### config.mk
export PLATFORM = sky130hd
export DESIGN_NAME = addflag_unit
export DESIGN_NICKNAME = d
export VERILOG_FILES = /design/src/rtl/addflag_pkg.sv /design/src/rtl/addflag_opsel.sv /design/src/rtl/addflag_lane.sv /design/src/rtl/addflag_flagreg.sv /design/src/rtl/addflag_unit.sv
export SDC_FILE = /design/constraint.sdc
export NUM_CORES = 1
export LEC_CHECK = 0
export BUFFER_PORTS_ARGS = -buffer_cell sky130_fd_sc_hd__buf_4
export CORE_UTILIZATION = 55
export DETAILED_ROUTE_END_ITERATION = 10
export GPL_TIMING_DRIVEN = 0
export PLACE_DENSITY_LB_ADDON = 0.08
export RECOVER_POWER = 50
export SYNTH_ARGS = -nofsm -noshare
export SYNTH_HDL_FRONTEND = slang
export SYNTH_SLANG_ARGS = --single-unit
### constraint.sdc
create_clock -name clk -period 6.27 [get_ports clk]
set_input_delay 0.3135 -clock clk [delete_from_list [all_inputs] [get_ports clk]]
set_output_delay 0.3135 -clock clk [all_outputs]
set_load 0.05 [all_outputs]
### src/rtl/addflag_pkg.sv
package addflag_pkg;

    // Width of the flag register.
    localparam int FLAG_W = 4;

    // Operation width selected by the size input.
    typedef enum logic {
        OPW_32 = 1'b0,
        OPW_64 = 1'b1
    } opw_e;

    // Source of the second operand.
    typedef enum logic {
        SRC_REG = 1'b0,
        SRC_IMM = 1'b1
    } src_e;

    // Condition flags, packed as {n, z, c, v}.
    typedef struct packed {
        logic n;
        logic z;
        logic c;
        logic v;
    } nzcv_t;

    localparam nzcv_t NZCV_CLEAR = '{n: 1'b0, z: 1'b0, c: 1'b0, v: 1'b0};

    // Combine the flags of one lane from its msb inputs, result and carry out.
    function automatic nzcv_t lane_flags(input logic a_msb, input logic b_msb,
                                         input logic r_msb, input logic r_zero,
                                         input logic c_out);
        nzcv_t f;
        logic  c_into_msb;
        c_into_msb = r_msb ^ a_msb ^ b_msb;
        f.n = r_msb;
        f.z = r_zero;
        f.c = c_out;
        f.v = c_out ^ c_into_msb;
        return f;
    endfunction

endpackage

### src/rtl/addflag_opsel.sv
module addflag_opsel
    import addflag_pkg::*;
#(
    parameter int DATA_W    = 64,
    parameter int IMM_W     = 12,
    parameter int IMM_SHIFT = 12
) (
    input  src_e              src_sel,
    input  logic [IMM_W-1:0]  imm_field,
    input  logic              imm_shift,
    input  logic [DATA_W-1:0] reg_val,
    output logic [DATA_W-1:0] opnd_b
);
    localparam int PAD_W = DATA_W - IMM_W;

    logic [DATA_W-1:0] imm_ext;
    logic [DATA_W-1:0] imm_final;

    always_comb begin
        imm_ext   = {{PAD_W{1'b0}}, imm_field};
        imm_final = imm_shift ? (imm_ext << IMM_SHIFT) : imm_ext;
    end

    always_comb begin
        unique case (src_sel)
            SRC_IMM: opnd_b = imm_final;
            default: opnd_b = reg_val;
        endcase
    end

endmodule

### src/rtl/addflag_lane.sv
module addflag_lane
    import addflag_pkg::*;
#(
    parameter int W = 64
) (
    input  logic [W-1:0] lane_a,
    input  logic [W-1:0] lane_b,
    output logic [W-1:0] lane_sum,
    output nzcv_t        lane_nzcv
);
    logic [W:0] wide;

    always_comb begin
        wide      = {1'b0, lane_a} + {1'b0, lane_b};
        lane_sum  = wide[W-1:0];
        lane_nzcv = lane_flags(lane_a[W-1], lane_b[W-1], wide[W-1],
                               ~|wide[W-1:0], wide[W]);
    end

endmodule

### src/rtl/addflag_flagreg.sv
module addflag_flagreg
    import addflag_pkg::*;
(
    input  logic  clk,
    input  logic  rst,
    input  logic  load,
    input  nzcv_t next_flags,
    output nzcv_t cur_flags
);
    always_ff @(posedge clk) begin
        if (rst) begin
            cur_flags <= NZCV_CLEAR;
        end else if (load) begin
            cur_flags <= next_flags;
        end
    end

endmodule

### src/rtl/addflag_unit.sv
module addflag_unit
    import addflag_pkg::*;
#(
    parameter int DATA_W    = 64,
    parameter int IMM_W     = 12,
    parameter int IMM_SHIFT = 12
) (
    input  logic              clk,
    input  logic              rst,
    input  logic              size64,
    input  logic              use_imm,
    input  logic [IMM_W-1:0]  imm_field,
    input  logic              imm_shift,
    input  logic [DATA_W-1:0] a_val,
    input  logic [DATA_W-1:0] b_val,
    input  logic              set_flags,
    output logic [DATA_W-1:0] sum_out,
    output logic [FLAG_W-1:0] flags_out
);
    localparam int HALF_W = DATA_W / 2;
    localparam int NUM_LANES = 2;

    opw_e              width_sel;
    src_e              src_sel;
    logic [DATA_W-1:0] opnd_b;
    logic [DATA_W-1:0] lane_sum [NUM_LANES];
    nzcv_t             lane_nz  [NUM_LANES];
    nzcv_t             next_flags;
    nzcv_t             cur_flags;

    assign width_sel = opw_e'(size64);
    assign src_sel   = src_e'(use_imm);

    addflag_opsel #(
        .DATA_W   (DATA_W),
        .IMM_W    (IMM_W),
        .IMM_SHIFT(IMM_SHIFT)
    ) u_opsel (
        .src_sel  (src_sel),
        .imm_field(imm_field),
        .imm_shift(imm_shift),
        .reg_val  (b_val),
        .opnd_b   (opnd_b)
    );

    // Lane 0 works on the low words, lane 1 on the full width.
    for (genvar g = 0; g < NUM_LANES; g++) begin : g_lane
        localparam int LW = (g == 0) ? HALF_W : DATA_W;
        logic [LW-1:0] part_sum;

        addflag_lane #(.W(LW)) u_lane (
            .lane_a   (a_val[LW-1:0]),
            .lane_b   (opnd_b[LW-1:0]),
            .lane_sum (part_sum),
            .lane_nzcv(lane_nz[g])
        );

        if (LW < DATA_W) begin : g_pad
            assign lane_sum[g] = {{(DATA_W-LW){1'b0}}, part_sum};
        end else begin : g_full
            assign lane_sum[g] = part_sum;
        end
    end

    always_comb begin
        unique case (width_sel)
            OPW_64: begin
                sum_out    = lane_sum[1];
                next_flags = lane_nz[1];
            end
            default: begin
                sum_out    = lane_sum[0];
                next_flags = lane_nz[0];
            end
        endcase
    end

    addflag_flagreg u_flagreg (
        .clk       (clk),
        .rst       (rst),
        .load      (set_flags),
        .next_flags(next_flags),
        .cur_flags (cur_flags)
    );

    assign flags_out = cur_flags;

endmodule

==> results.yml, run 1 <==
final_layout:
  top_regs: "u_flagreg.cur_flags x4"
  mostFrequentLayoutCells: "buf_4 (186), nand2_1 (94), a21oi_1 (79), ha_1 (66), o21ai_0 (56)"
  final_area_mm2: 0.00700
  layout_commonest_cell: "buf_4"
  drive_gt1_frac: 0.224
  ff_latch_area_um2: 80.1
  areaGrowthSynthToFinish_pct: 31.3
  multi_input_area_mm2: 0.00495
  nFillCells: 810
  final_util: 0.751
  fin_cells: 1158
  antenna_cells: 0
  largest_reg_flops: 4
  nNetsFinal: 1244
  regMostFlops: "u_flagreg.cur_flags"
placement:
  place_inst: 1155
  dp_hpwl_um: 17400
  gp_congestion: 1.02
  portBuffers: 213
  dpl_cell_area_mm2: 0.00709
  dp_slack_ps: 606
global_routing:
  grt_usage: 0.392
  antenna_found_initial: 0
  grt_pass1_wl_um: 31900
  grt_pass1_vias: 6659
  grt_max_degree: 11
  gr-total-overflow: 0
sta:
  rsz0062_at_grt: "no"
  min_period_over_period: 0.927
  fin_crit_ps: 5810
  worst-slew-pin-transition_ps: 1080
  tns_ps: 0
  fin_skew_ps: 0
  hold_violations: 0
  holdWs_ps: 303
  setup_violations: 0
  max_freq_mhz: 172
  relSlewSlack: 0.276
  finalMaxSlewViolations: 0
  final.setup.worst_slack_ps: 455
setup_path:
  arrival_ps: 5950
  critPathLaunchType: "input pin"
  cp_data_required_time_ps: 6410
  crit_fanout: 10
  end_kind: "flop"
  criticalPathCategory: "in -> reg"
drt:
  vias: 7357
  first_pass_iters: 5
  drc: 0
  viasPerCell: 6.35
  wl_per_cell_um: 18.0
  drt-total-wl_um: 20800
  drt_iter0_markers: 614
  postRouteAntennaNets: 0
pwr:
  p_per_area_mw_per_mm2: 161
  p_leak_nw: 3.13
  ir_drop_mv: 0.164
  power_mw: 1.13
die:
  fp.dieW_um: 100
  dieArea_mm2: 0.0101
  die_h_um: 100
  placementRows: 35
  start_util: 0.572
  io_pins: 214
  core_mm2: 0.00933
synth:
  synthCells: 813
  synth_nets: 1026
  synthSimpleGateAreaFrac: 0.324
  synth_xor_xnor_area_share: 0.0969
  synthFlopType: "dfxtp_1"
  synth_compound_area_frac: 0.350
  ys_seq_area_frac: 0.0150
  synth_area_mm2: 0.00533
  synth-adder-area-share: 0.159
  ys_ff_latch: 4
  ys_async_sr_fraction: 0
  syn_avg_cell_area_um2: 6.56
  ys_warn_count: 0
  synth_top_family_by_area: "compound AO/OA/AOI/OAI gates"
  synth_edf_count: 0
  ys_types: 81
  synth.mux.area_fraction: 0.00375
clock_tree:
  cts_tree: "yes"
  post_cts.repair.setup_buffers: 0
  cts_max_level: 1
  cts_inserted_buffers: 3
  ctsHoldBuffers: 0
  clock-root-buffer: "clkbuf_8"
  clk_pin_slew_ps: 30
  clk_path_buf_depth: 2
  cts_num_sinks: 4
  cts_resized: 0
  clk_latency_ps: 220
min_path:
  hp-class: "in -> reg"
status:
  status: "finished clean"
job:
  maxCapViolations: 0
-- per-layer routing --
layer,routed length (um),vias to the layer above,global-route usage
met3,2170,67,0.0492
met2,9560,473,0.668
li1,-,3423,-
met1,8480,3394,0.524
met4,611,0,0.0959
met5,0,-,0
-- cell families (layout without fill, tap and decap cells) --
logic type	after synthesis	in the layout
AOI/OAI and AO/OA	279	279
xor gates and xnor gates	59	59
adders and majority gates	67	67
buffers and inverters	70	286
DFF	4	4
muxes	2	2
and+or+nand+nor	332	332
-- worst max-delay path, cell delays in order --
cell      delay, ps
buf_4           120
clkbuf_1        610
clkbuf_1        390
o21ai_0         170
ha_1            250
fa_1            460
a211oi_1        520
o211ai_1        220
nand3_1         210
a21oi_1         140
nor2_1          330
xnor2_1         150
or4b_1          530
nor4_1          490
or4b_1          490
o41a_1          450
o22ai_2         110
-- cells in the mapped netlist (10+ instances only) --
cell	n	area share
inv_1	37	0.026
a211oi_1	13	0.018
a21oi_1	78	0.073
nor2_1	51	0.036
nand2_1	94	0.066
nand4_1	27	0.032
a21o_1	12	0.017
nor3_1	20	0.019
clkbuf_1	22	0.015
ha_1	66	0.15
and2_1	24	0.028
nand3_1	17	0.016
o21a_1	19	0.027
o21ai_0	54	0.051
xnor2_1	30	0.049
xor2_1	29	0.048
o21ai_1	11	0.010
nor2b_1	43	0.050
o211ai_1	10	0.014
o21bai_1	14	0.020
-- final timing paths --
kind | from | depth (start not counted) | end | slack [ps]
hold / removal | rst | 2 | u_flagreg.cur_flags[1] | 300
setup reg to reg | u_flagreg.cur_flags[0] | 2 | u_flagreg.cur_flags[0] | 5540
hold reg to reg | u_flagreg.cur_flags[2] | 2 | u_flagreg.cur_flags[2] | 490
setup / recovery | use_imm | 17 | u_flagreg.cur_flags[2] | 460
-- cell type report --
type	count	share of cell area
Buffer	33	0.0198
Multi-Input combinational cell	739	0.707
Inverter	37	0.0198
Sequential cell	4	0.0114
Timing Repair Buffer	213	0.213
Clock buffer	3	0.00590
Tap cell	129	0.0231
-- power breakdown --
part / switching [mW] / leakage, nW / internal, mW
combinational: 0.713 / 3.08 / 0.332
clock: 0.0137 / 0.0216 / 0.0409
sequential: 0.00119 / 0.0328 / 0.0274
total: 0.728 / 3.13 / 0.400
Power figures use the tool's default switching activity.
==> run 2, diff against run 1 <==
--- a/config.mk
+++ b/config.mk
@@ -5,8 +5,9 @@
 export SDC_FILE = /design/constraint.sdc
 export NUM_CORES = 1
 export LEC_CHECK = 0
+export ABC_AREA = 1
 export BUFFER_PORTS_ARGS = -buffer_cell sky130_fd_sc_hd__buf_4
-export CORE_UTILIZATION = 55
+export CORE_UTILIZATION = 50
 export DETAILED_ROUTE_END_ITERATION = 10
 export GPL_TIMING_DRIVEN = 0
 export PLACE_DENSITY_LB_ADDON = 0.08
==> run 2 against run 1 <==
  * Area after synthesis is 36% higher
  * Critical path depth rose by 6
  * Wire length up 42%
  * Global-route usage is essentially flat
==> results.yml, run 2 <==
status:
  status: "finished clean"
clock_tree:
  post_cts.repair.setup_buffers: 0
  ctsHoldBuffers: 0
  clk_pin_slew_ps: 30
  cts_max_level: 1
  clk_path_buf_depth: 2
  clock-root-buffer: "clkbuf_16"
  cts_num_sinks: 4
  cts_tree: "yes"
  cts_inserted_buffers: 3
  cts_resized: 0
  clk_latency_ps: 220
sta:
  rsz0062_at_grt: "no"
  min_period_over_period: 0.753
  max_freq_mhz: 212
  relSlewSlack: 0.468
  final.setup.worst_slack_ps: 1550
  holdWs_ps: 277
  worst-slew-pin-transition_ps: 797
  fin_crit_ps: 4720
  hold_violations: 0
  setup_violations: 0
  fin_skew_ps: 0
  tns_ps: 0
  finalMaxSlewViolations: 0
placement:
  gp_congestion: 1.00
  dp_slack_ps: 1540
  portBuffers: 212
  dp_hpwl_um: 25900
drt:
  postRouteAntennaNets: 0
  first_pass_iters: 6
  vias: 10100
  drc: 0
  viasPerCell: 5.07
  drt-total-wl_um: 29600
  drt_iter0_markers: 831
  wl_per_cell_um: 14.8
global_routing:
  grt_pass1_vias: 9287
  gr-total-overflow: 0
  grt_pass1_wl_um: 45300
  antenna_found_initial: 0
  grt_usage: 0.392
  grt_max_degree: 11
setup_path:
  critPathSlowestCell: "nor3_1"
  criticalPathCategory: "in -> reg"
  reg2reg_from: "u_flagreg.cur_flags[0]"
  path_cells: "clkbuf_1 > clkinv_1 > clkbuf_1 > nand2_1 > o21ai_0 > ha_1 > fa_1 > nand2_1 > inv_1 > nand2_1 > nand2_1 > nand2_1 > nand2_2 > nand2_1 > nand2_1 > xor2_1 > nor2_1 > nand2_1 > nor3_1 > nand3_1 > nor2_1 > nand2_1 > a21oi_2"
  crit_top_cell: "nand2_1"
  reg2reg_to: "u_flagreg.cur_flags[0]"
  end_kind: "flop"
  arrival_ps: 4880
  crit_fanout: 10
  critPathLaunchType: "input pin"
  max_stage_delay_ps: 510
  r2r_slack_ps: 5600
  cp_data_required_time_ps: 6430
  rr_worst_depth: 2
die:
  fp.dieW_um: 123
  dieArea_mm2: 0.0150
  io_pins: 214
  placementRows: 43
  start_util: 0.518
  die_h_um: 123
  core_mm2: 0.0140
synth:
  yosys.area.top_type: "nand2_1"
  ys_seq_area_frac: 0.0110
  synthTopCellsByCount: "nand2_1 (681), inv_1 (381), nor2_1 (190), ha_1 (66), nand3_1 (54)"
  synth_area_leaders: "nand2_1 (35%), inv_1 (20%), ha_1 (11%)"
  synth_area_mm2: 0.00727
  ys_async_sr_fraction: 0
  synthFlopType: "dfxtp_1"
  syn_avg_cell_area_um2: 4.54
  synth_nets: 1816
  ys_types: 35
  synth_edf_count: 0
  ys_warn_count: 0
  synth_top_cell_area_share: 0.352
  synth_most_common_cell: "nand2_1"
  ys_ff_latch: 4
  synthCells: 1603
final_layout:
  drive_gt1_frac: 0.118
  mostFrequentLayoutCells: "nand2_1 (683), inv_1 (381), nor2_1 (190), buf_4 (178), ha_1 (66)"
  largest_reg_flops: 4
  ff_latch_area_um2: 80.1
  regMostFlops: "u_flagreg.cur_flags"
  areaGrowthSynthToFinish_pct: 24.2
  nNetsFinal: 2033
  antenna_cells: 0
  nFillCells: 1466
  layout_commonest_cell: "nand2_1"
  top_regs: "u_flagreg.cur_flags x4"
  final_util: 0.643
  multi_input_area_mm2: 0.00566
min_path:
  min_path_cells: 2
  hp-class: "in -> reg"
  min-delay-start: "rst"
  worstHoldEndpoint: "u_flagreg.cur_flags[2]"
job:
  maxCapViolations: 0
pwr:
  p_leak_nw: 5.94
  ir_drop_mv: 0.0922
  p_per_area_mw_per_mm2: 138
-- run 2: cell count changes after synthesis, sizes merged, moves of 38 or more --
cell | before | now
nand3 | 17 | 55
inv | 37 | 390
o21ai | 71 | 30
nor2b | 43 | 0
nor2 | 53 | 202
nand2 | 97 | 689
-- run 2: power by group --
part	switching [mW]	internal (mW)
Clock	0.0189	0.0816
Combinational	0.798	0.317
Sequential	0.000991	0.0274
Total	0.818	0.426
-- run 2: layer usage --
layer | wire length (um) | up-vias | GRT usage
li1 | - | 5160 | -
met3 | 2610 | 106 | 0.0664
met1 | 11700 | 4410 | 0.454
met2 | 13600 | 453 | 0.682
met4 | 1820 | 0 | 0.216
met5 | 0 | - | 0
-- run 2: per-stage QoR --
stage / cell area (um2) / total power, mW / std cells
floorplan: 7270 / 0.797 / 1603
global placement: 9090 / 1.15 / 1995
detailed placement: 9090 / 1.16 / 1995
CTS: 9160 / 1.27 / 1998
global route: 9030 / 1.33 / 1998
finish: 9030 / 1.24 / 1998
-- run 2: final cells by class --
type | count | area share
tap | 180 | 0.0249
buffer | 14 | 0.00582
inverter | 392 | 0.163
multi-input combinational | 1193 | 0.627
timing repair buffer | 212 | 0.162
clock buffer | 3 | 0.00831
sequential | 4 | 0.00887
-- run 2: kinds of logic after synthesis --
family                     count (synthesis)  synth area share
buffers and inverters                    406             0.210
DFF                                        4            0.0110
AOI/OAI and AO/OA                         85            0.0628
adders and majority gates                 67             0.116
and+or+nand+nor                         1008             0.560
xor gates and xnor gates                  33            0.0408
-- run 2: worst max-delay path, delay by kind of cell --
family                   cells  cell delay (ps)
AO/OA/AOI/OAI                2              330
XOR/XNOR                     1              200
adder cells (fa/ha/maj)      2              770
buffers and inverters        4             1070
AND/OR/NAND/NOR             14             2170
-- run 2: how the worst max path moves through the flow --
stage / cells after the start / startpoint / end
final: 23 / use_imm / u_flagreg.cur_flags[2]
after floorplan: 23 / use_imm / u_flagreg.cur_flags[2]
after global routing: 23 / use_imm / u_flagreg.cur_flags[2]
after global placement: 23 / use_imm / u_flagreg.cur_flags[2]
after CTS: 23 / use_imm / u_flagreg.cur_flags[2]
after detailed placement: 23 / use_imm / u_flagreg.cur_flags[2]
